==> src/rtl/wrp_pkg.sv <==
package wrp_pkg;

  typedef enum logic [1:0] {
    ST_LOCKED  = 2'd0,
    ST_KEYED   = 2'd1,
    ST_GOT_VAL = 2'd2,
    ST_GOT_INV = 2'd3
  } wrp_state_e;

  typedef struct packed {
    logic cmd;
    logic ctrl;
    logic stat;
  } wrp_sel_t;

endpackage

==> src/rtl/wrp_decode.sv <==
module wrp_decode
  import wrp_pkg::*;
#(
  parameter int unsigned        ADDR_W    = 16,
  parameter logic [ADDR_W-1:0]  CMD_ADDR  = 16'hFFC0,
  parameter logic [ADDR_W-1:0]  CTRL_ADDR = 16'hFFC1,
  parameter logic [ADDR_W-1:0]  STAT_ADDR = 16'hFFC2
) (
  input  logic              we_i,
  input  logic [ADDR_W-1:0] waddr_i,
  input  logic [ADDR_W-1:0] raddr_i,
  output wrp_sel_t          wr_sel_o,
  output wrp_sel_t          rd_sel_o
);

  always_comb begin
    wr_sel_o.cmd  = we_i && (waddr_i == CMD_ADDR);
    wr_sel_o.ctrl = we_i && (waddr_i == CTRL_ADDR);
    wr_sel_o.stat = we_i && (waddr_i == STAT_ADDR);
    rd_sel_o.cmd  = (raddr_i == CMD_ADDR);
    rd_sel_o.ctrl = (raddr_i == CTRL_ADDR);
    rd_sel_o.stat = (raddr_i == STAT_ADDR);
  end

endmodule

==> src/rtl/wrp_seq.sv <==
module wrp_seq
  import wrp_pkg::*;
#(
  parameter int unsigned       DATA_W = 8,
  parameter logic [DATA_W-1:0] KEY    = 8'hA5
) (
  input  logic              clk_i,
  input  logic              rst_ni,
  input  logic              cmd_we_i,
  input  logic              ctrl_we_i,
  input  logic [DATA_W-1:0] wdata_i,
  output logic              commit_o,
  output logic              viol_o
);

  wrp_state_e        state_q, state_d;
  logic [DATA_W-1:0] stash_q;
  logic              stash_en;

  always_comb begin
    state_d  = state_q;
    commit_o = 1'b0;
    viol_o   = 1'b0;
    stash_en = 1'b0;
    if (cmd_we_i) begin
      if (wdata_i == KEY) begin
        state_d = ST_KEYED;   // valid key restarts from any state
      end else begin
        viol_o  = 1'b1;
        state_d = ST_LOCKED;
      end
    end else if (ctrl_we_i) begin
      unique case (state_q)
        ST_LOCKED: viol_o = 1'b1;
        ST_KEYED: begin
          stash_en = 1'b1;
          state_d  = ST_GOT_VAL;
        end
        ST_GOT_VAL: begin
          if (wdata_i == ~stash_q) begin
            state_d = ST_GOT_INV;
          end else begin
            viol_o  = 1'b1;
            state_d = ST_LOCKED;
          end
        end
        ST_GOT_INV: begin
          if (wdata_i == stash_q) commit_o = 1'b1;
          else                    viol_o   = 1'b1;
          state_d = ST_LOCKED;
        end
        default: state_d = ST_LOCKED;
      endcase
    end
  end

  always_ff @(posedge clk_i or negedge rst_ni) begin
    if (!rst_ni) begin
      state_q <= ST_LOCKED;
      stash_q <= '0;
    end else begin
      state_q <= state_d;
      if (stash_en) stash_q <= wdata_i;
    end
  end

endmodule

==> src/rtl/wrp_status.sv <==
module wrp_status (
  input  logic clk_i,
  input  logic rst_ni,
  input  logic set_i,
  input  logic wr_i,
  input  logic wbit_i,
  output logic err_o
);

  always_ff @(posedge clk_i or negedge rst_ni) begin
    if (!rst_ni)               err_o <= 1'b0;
    else if (set_i)            err_o <= 1'b1;
    else if (wr_i && !wbit_i)  err_o <= 1'b0;  // write-0-to-clear only
  end

endmodule

==> src/rtl/wrp_guard.sv <==
module wrp_guard
  import wrp_pkg::*;
#(
  parameter int unsigned            ADDR_W    = 16,
  parameter int unsigned            DATA_W    = 8,
  parameter logic [ADDR_W-1:0]      CMD_ADDR  = 16'hFFC0,
  parameter logic [ADDR_W-1:0]      CTRL_ADDR = 16'hFFC1,
  parameter logic [ADDR_W-1:0]      STAT_ADDR = 16'hFFC2,
  parameter logic [DATA_W-1:0]      KEY       = 8'hA5,
  parameter logic [DATA_W-1:0]      CTRL_RST  = '0
) (
  input  logic              clk_i,
  input  logic              rst_ni,
  input  logic              bus_we_i,
  input  logic [ADDR_W-1:0] bus_waddr_i,
  input  logic [DATA_W-1:0] bus_wdata_i,
  input  logic [ADDR_W-1:0] bus_raddr_i,
  output logic [DATA_W-1:0] bus_rdata_o,
  output logic [DATA_W-1:0] ctrl_o,
  output logic              prot_err_o
);

  localparam int unsigned PAD_W = DATA_W - 1;

  wrp_sel_t          wr_sel, rd_sel;
  logic              commit, viol;
  logic [DATA_W-1:0] ctrl_q;

  wrp_decode #(
    .ADDR_W    (ADDR_W),
    .CMD_ADDR  (CMD_ADDR),
    .CTRL_ADDR (CTRL_ADDR),
    .STAT_ADDR (STAT_ADDR)
  ) u_decode (
    .we_i     (bus_we_i),
    .waddr_i  (bus_waddr_i),
    .raddr_i  (bus_raddr_i),
    .wr_sel_o (wr_sel),
    .rd_sel_o (rd_sel)
  );

  wrp_seq #(
    .DATA_W (DATA_W),
    .KEY    (KEY)
  ) u_seq (
    .clk_i     (clk_i),
    .rst_ni    (rst_ni),
    .cmd_we_i  (wr_sel.cmd),
    .ctrl_we_i (wr_sel.ctrl),
    .wdata_i   (bus_wdata_i),
    .commit_o  (commit),
    .viol_o    (viol)
  );

  wrp_status u_status (
    .clk_i  (clk_i),
    .rst_ni (rst_ni),
    .set_i  (viol),
    .wr_i   (wr_sel.stat),
    .wbit_i (bus_wdata_i[0]),
    .err_o  (prot_err_o)
  );

  always_ff @(posedge clk_i or negedge rst_ni) begin
    if (!rst_ni)     ctrl_q <= CTRL_RST;
    else if (commit) ctrl_q <= bus_wdata_i;
  end

  assign ctrl_o = ctrl_q;

  always_comb begin
    bus_rdata_o = '0;  // command location is write-only
    if (rd_sel.ctrl)      bus_rdata_o = ctrl_q;
    else if (rd_sel.stat) bus_rdata_o = {{PAD_W{1'b0}}, prot_err_o};
  end

endmodule

==> config.mk <==
export PLATFORM = sky130hd
export DESIGN_NAME = wrp_guard
export DESIGN_NICKNAME = d
export VERILOG_FILES = /design/src/rtl/wrp_pkg.sv /design/src/rtl/wrp_decode.sv /design/src/rtl/wrp_seq.sv /design/src/rtl/wrp_status.sv /design/src/rtl/wrp_guard.sv
export SDC_FILE = /design/constraint.sdc
export NUM_CORES = 1
export LEC_CHECK = 0
export ABC_AREA = 1
export BUFFER_PORTS_ARGS = -buffer_cell sky130_fd_sc_hd__buf_2
export CORE_UTILIZATION = 36
export DETAILED_ROUTE_END_ITERATION = 12
export GPL_TIMING_DRIVEN = 0
export PLACE_DENSITY_LB_ADDON = 0.12
export SETUP_SLACK_MARGIN = 0.3
export SLEW_MARGIN = 20
export SYNTH_ARGS = -nofsm -noshare
export SYNTH_HDL_FRONTEND = slang
export SYNTH_SLANG_ARGS = --single-unit
==> constraint.sdc <==
create_clock -name clk_i -period 2.1 [get_ports clk_i]
set_clock_uncertainty 0.15 [all_clocks]
set_input_delay 0.42 -clock clk_i [delete_from_list [all_inputs] [get_ports clk_i]]
set_output_delay 0.42 -clock clk_i [all_outputs]
set_load 0.01 [all_outputs]
Word level (Yosys, flattened, before mapping)
Index checks and enable logic that the tools add are counted.
{"block": "totals", "output_inout_bits": 17, "word_cells": 48, "reg_bits": 19}
{"block": "classes", "n_mux": 22, "reduce_logical": 10, "bitwise_logic": 1, "eq_ne": 11}
{"op": "== test 16 bit (second input constant)", "count": 5}
{"op": "== test 8 bit", "count": 2}
{"op": "2-to-1 mux 1 bit", "count": 16}
{"op": "== test 8 bit (second input constant)", "count": 1}
{"op": "2-to-1 mux 8 bit", "count": 1}
{"op": "inverter 8 bit", "count": 1}
{"op": "2-to-1 mux 2 bit", "count": 3}
{"op": "case mux 2 bit (3 select lines)", "count": 1}
{"op": "== test 2 bit (second input constant)", "count": 2}
{"op": "logical AND 1 bit", "count": 4}
{"op": "nonzero test 2 bit", "count": 2}
{"op": "nonzero test 4 bit", "count": 1}
{"op": "case mux 1 bit (3 select lines)", "count": 1}
{"op": "== test 2 x 1 -> 1 bit (second input constant)", "count": 1}
{"op": "logical NOT 2 bit", "count": 1}
{"op": "AND reduction 2 bit", "count": 1}
{"op": "logical NOT 1 bit", "count": 1}

Depth between registers and ports, before layout
{"block": "depth", "word_depth": 7, "depth_mapped": 10, "ltp_nobuf": 10}

Cells and area by module
Synthesis repeated with hierarchy kept, for this count alone.
{"block": "hier_totals", "hier_cells": 229, "hier_area_um2": 1351.3}
{"module": "wrp_seq", "area_each_um2": 704.4, "cells_each": 118, "n_inst": 1, "seq_area_each_um2": 250.2}
{"module": "wrp_guard", "area_each_um2": 385.4, "cells_each": 52, "n_inst": 1, "seq_area_each_um2": 200.2}
{"module": "wrp_decode", "area_each_um2": 217.7, "cells_each": 53, "n_inst": 1, "seq_area_each_um2": 0.0}
{"module": "wrp_status", "area_each_um2": 43.8, "cells_each": 6, "n_inst": 1, "seq_area_each_um2": 25.0}

Worst setup path after synthesis
OpenSTA, ideal clock, no wires.
{"block": "synth_path", "path_type": "input-to-output", "from": "input port bus_raddr_i[5]", "to": "output port bus_rdata_o[1]", "path_slack_ns": 0.243, "t_arrival_ns": 1.287, "stages": 5, "n_path_buf": 1, "cell_sequence": "nor2_1 -> nand3_1 -> or3_1 -> clkbuf_1 -> nor3_1"}
{"block": "synth_between", "elab_chain_len": 2}
{"item": "start, declared", "line_no": "wrp_guard.sv:17", "source": "input logic [ADDR_W-1:0] bus_raddr_i,"}
{"item": "== test 16 bit", "line_no": "wrp_decode.sv:21", "source": "rd_sel_o.ctrl = (raddr_i == CTRL_ADDR);"}
{"item": "2-to-1 mux 8 bit", "line_no": "wrp_guard.sv:73", "source": "if (rd_sel.ctrl) bus_rdata_o = ctrl_q;"}
{"item": "end, declared", "line_no": "wrp_guard.sv:18", "source": "output logic [DATA_W-1:0] bus_rdata_o,"}
No other way between the ends.

Worst setup path in the final report
Ends and elaborated chain as after synthesis.

==> reports/summary.txt <==
Status: finished, final reports clean
FF/Latch Area: 475 sq um
Initial core utilization: 0.381
Pwr per Cell Area: 384 nW/um^2
Yosys reg bits: 19
Hold depth: 3
Adder-Cell Fraction of Synth Area: 0
Clock Sinks: 19
Antenna cells: 0
Row cnt: 22
Syn Nets: 241
Post-synthesis compound-gate area fraction: 0.0472
Slew HR: 0.704
H-tree depth: 1
Post-synthesis mux area share: 0
CTS buffer count: 3
Clock transition at path regs: 70 ps
Vias in the first global route: 1218
Detail Route Antenna Nets: 0
Detailed-route DRC error count: 0
Die footprint: 4160 sq um
Worst setup SP type: primary input
Ys async rst share: 1.00
Critical-path maximum fanout: 8
Maximum VDD drop: 0.000283 V
XOR/XNOR Fraction of Synth Area: 0.0490
Global-route wire length before repair: 5220 microns
Area share of the leading cell type in the synthesized netlist: 0.338
Multi-input gate area: 837 sq um
GRT Util Overall: 0.161
Setup TNS: 0 ps
Worst reg-to-reg path cell count: 6
Crit. End Element: output port
Final period utilization: 0.940
NumNets Final: 305
Synth warn: 0
Mean routed wirelength per cell: 10.0 microns
Die H: 64.5 microns
Total power: 722 uW
Hold_ws: 290 ps
Max_cap viols: 0
Setup Fix Bufs, Post-CTS: 0
Final setup fails: 0
Port bufs: 58
Leakage power: 1.02 nW
Cell taking the most area after synthesis: dfrtp_1
Max Clock Freq: 0.507 GHz
Finished Layout Cells: 309
Grt ovf: 0
Fill cell count: 382
Seq/Total Area, Yosys: 0.338
Crit path DAT: 1400 ps
Core ar.: 3690 sq um
Area grow syn2layout: 33.9%
Die Span X: 64.5 microns
Setup ws final: 127 ps
Final Hold Viols: 0
Vias: 1422
Largest family of logic cells by synthesized area: simple AND/OR/NAND/NOR gates
1st-iter DRT viols: 60
Min Tclk post-route: 1970 ps
Worst hold path type: primary input to register
Routability cong.: 0.790
Worst EP required: 1530 ps
TritonRoute pass-1 iters: 4
Number of synthesized flops with an enable pin: 0
Clock Tree Buf Depth: 2
Most common library cells after synthesis: nand2_1, inv_1, dfrtp_1, nand4_1, nor2_1
Top FF cell, synth: dfrtp_1
Count leader, synth: nand2_1
Setup WS pre-CTS: 54.4 ps
Pin count of the biggest net entering global routing: 20
Max-slew violations: 0
CTS tree: done
Post-DP HPWL: 2480 microns
# placed instances: 304
Via density per instance: 4.60
Critical path type: primary input to output port
Initial antenna violation count: 0
Boundary Pins: 60
Fraction of layout instances using a drive strength above 1: 0.372
WL final: 3100 microns
Clock latency at the later pin of the worst-skew pair: 260 ps
Synthesized area per cell: 7.10 sq um
Root buf cell: clkbuf_8
Syn Inst Count: 198
Mapped Area: 1410 sq um
RSZ-0062 raised after global routing: yes
Worst slew pin tran: 443 ps
Synth top area cells: dfrtp_1, nand2_1, nand4_1, inv_1, nor2_1
Simple-Gate Fraction of Synth Area: 0.467
Distinct cell type count after synthesis: 25
## power by group
part / internal (mW) / switching (mW)
registers: 0.366 / 0.0000200
logic: 0.0477 / 0.0569
clock network: 0.132 / 0.119
total: 0.546 / 0.176
## kinds of logic (layout without fill, tap and decap cells)
kind of cell,after synthesis,count (layout)
AOI/OAI and AO/OA,9,9
xor gates and xnor gates,7,7
buffers and inverters,32,95
DFF,19,19
and+or+nand+nor,131,131
## metal layers
layer,up-vias,routed length (microns),part of all wire,global-route usage
met5,-,0,0,0
met4,0,12,0.0039,0.0444
met2,43,1390,0.45,0.275
li1,762,-,-,-
met1,615,1520,0.49,0.202
met3,2,172,0.056,0.0387
## cell usage in the layout (no fill, tap or decap), drive strengths merged, types with 4 or more instances in the layout
cell	netlist	layout
buf	3	62
dfrtp	19	19
inv	28	28
nand2	70	70
nand3	12	12
nand4	16	16
nor2	22	22
nor3	9	9
o21ai	5	5
xnor2	4	4
## worst max-delay path: stages
cell     delay, ps
buf_6           90
nor2_2          80
nand3_1         60
or3_4          340
buf_8          150
nor3_2         100
buf_2          150
## stage by stage
| step | cell area, sq um | util |
|---|---|---|
| after global routing | 1880 | 0.510 |
| after detailed placement | 1760 | 0.476 |
| after CTS | 1840 | 0.498 |
| after floorplan | 1410 | - |
| final | 1880 | 0.510 |
| after global placement | 1760 | 0.476 |
## flip-flops by register name, summed over array words and instances (netlist names)
register        flops
u_seq.stash_q       8
u_status.err_o      1
ctrl_o              8
u_seq.state_q       2
## layout make-up
type,count,share of cell area
plain buffers,4,0.0239
clock buffers,3,0.0219
clock inverters,1,0.00266
inverters,28,0.0559
multi-input cells,147,0.445
flip-flops and latches,19,0.253
well taps,48,0.0319
repair buffers,59,0.166
## worst paths after layout
check                                        startpoint                      endpoint  slack, ps
hold reg to reg                   ctrl_o[1]$_DFFE_PN0P_         ctrl_o[1]$_DFFE_PN0P_        350
setup / recovery                         bus_raddr_i[5]                bus_rdata_o[1]        130
min in group asynchronous                        rst_ni         ctrl_o[6]$_DFFE_PN0P_        480
hold / removal                           bus_wdata_i[4]  u_seq.stash_q[4]$_DFFE_PN0P_        290
max in group asynchronous                        rst_ni  u_seq.stash_q[4]$_DFFE_PN0P_       1010
setup reg to reg           u_seq.stash_q[5]$_DFFE_PN0P_         ctrl_o[6]$_DFFE_PN0P_        530
## what timing repair did
item / CTS / global route
gates resized for setup: 6 / 10
hold endpoints to repair: 19 / 0
cloned: 0 / 0
setup endpoints to repair: 8 / 8
hold buffers: 1 / 0
pin swaps: 0 / 0
Note: power is estimated with default switching activity, not from simulation.
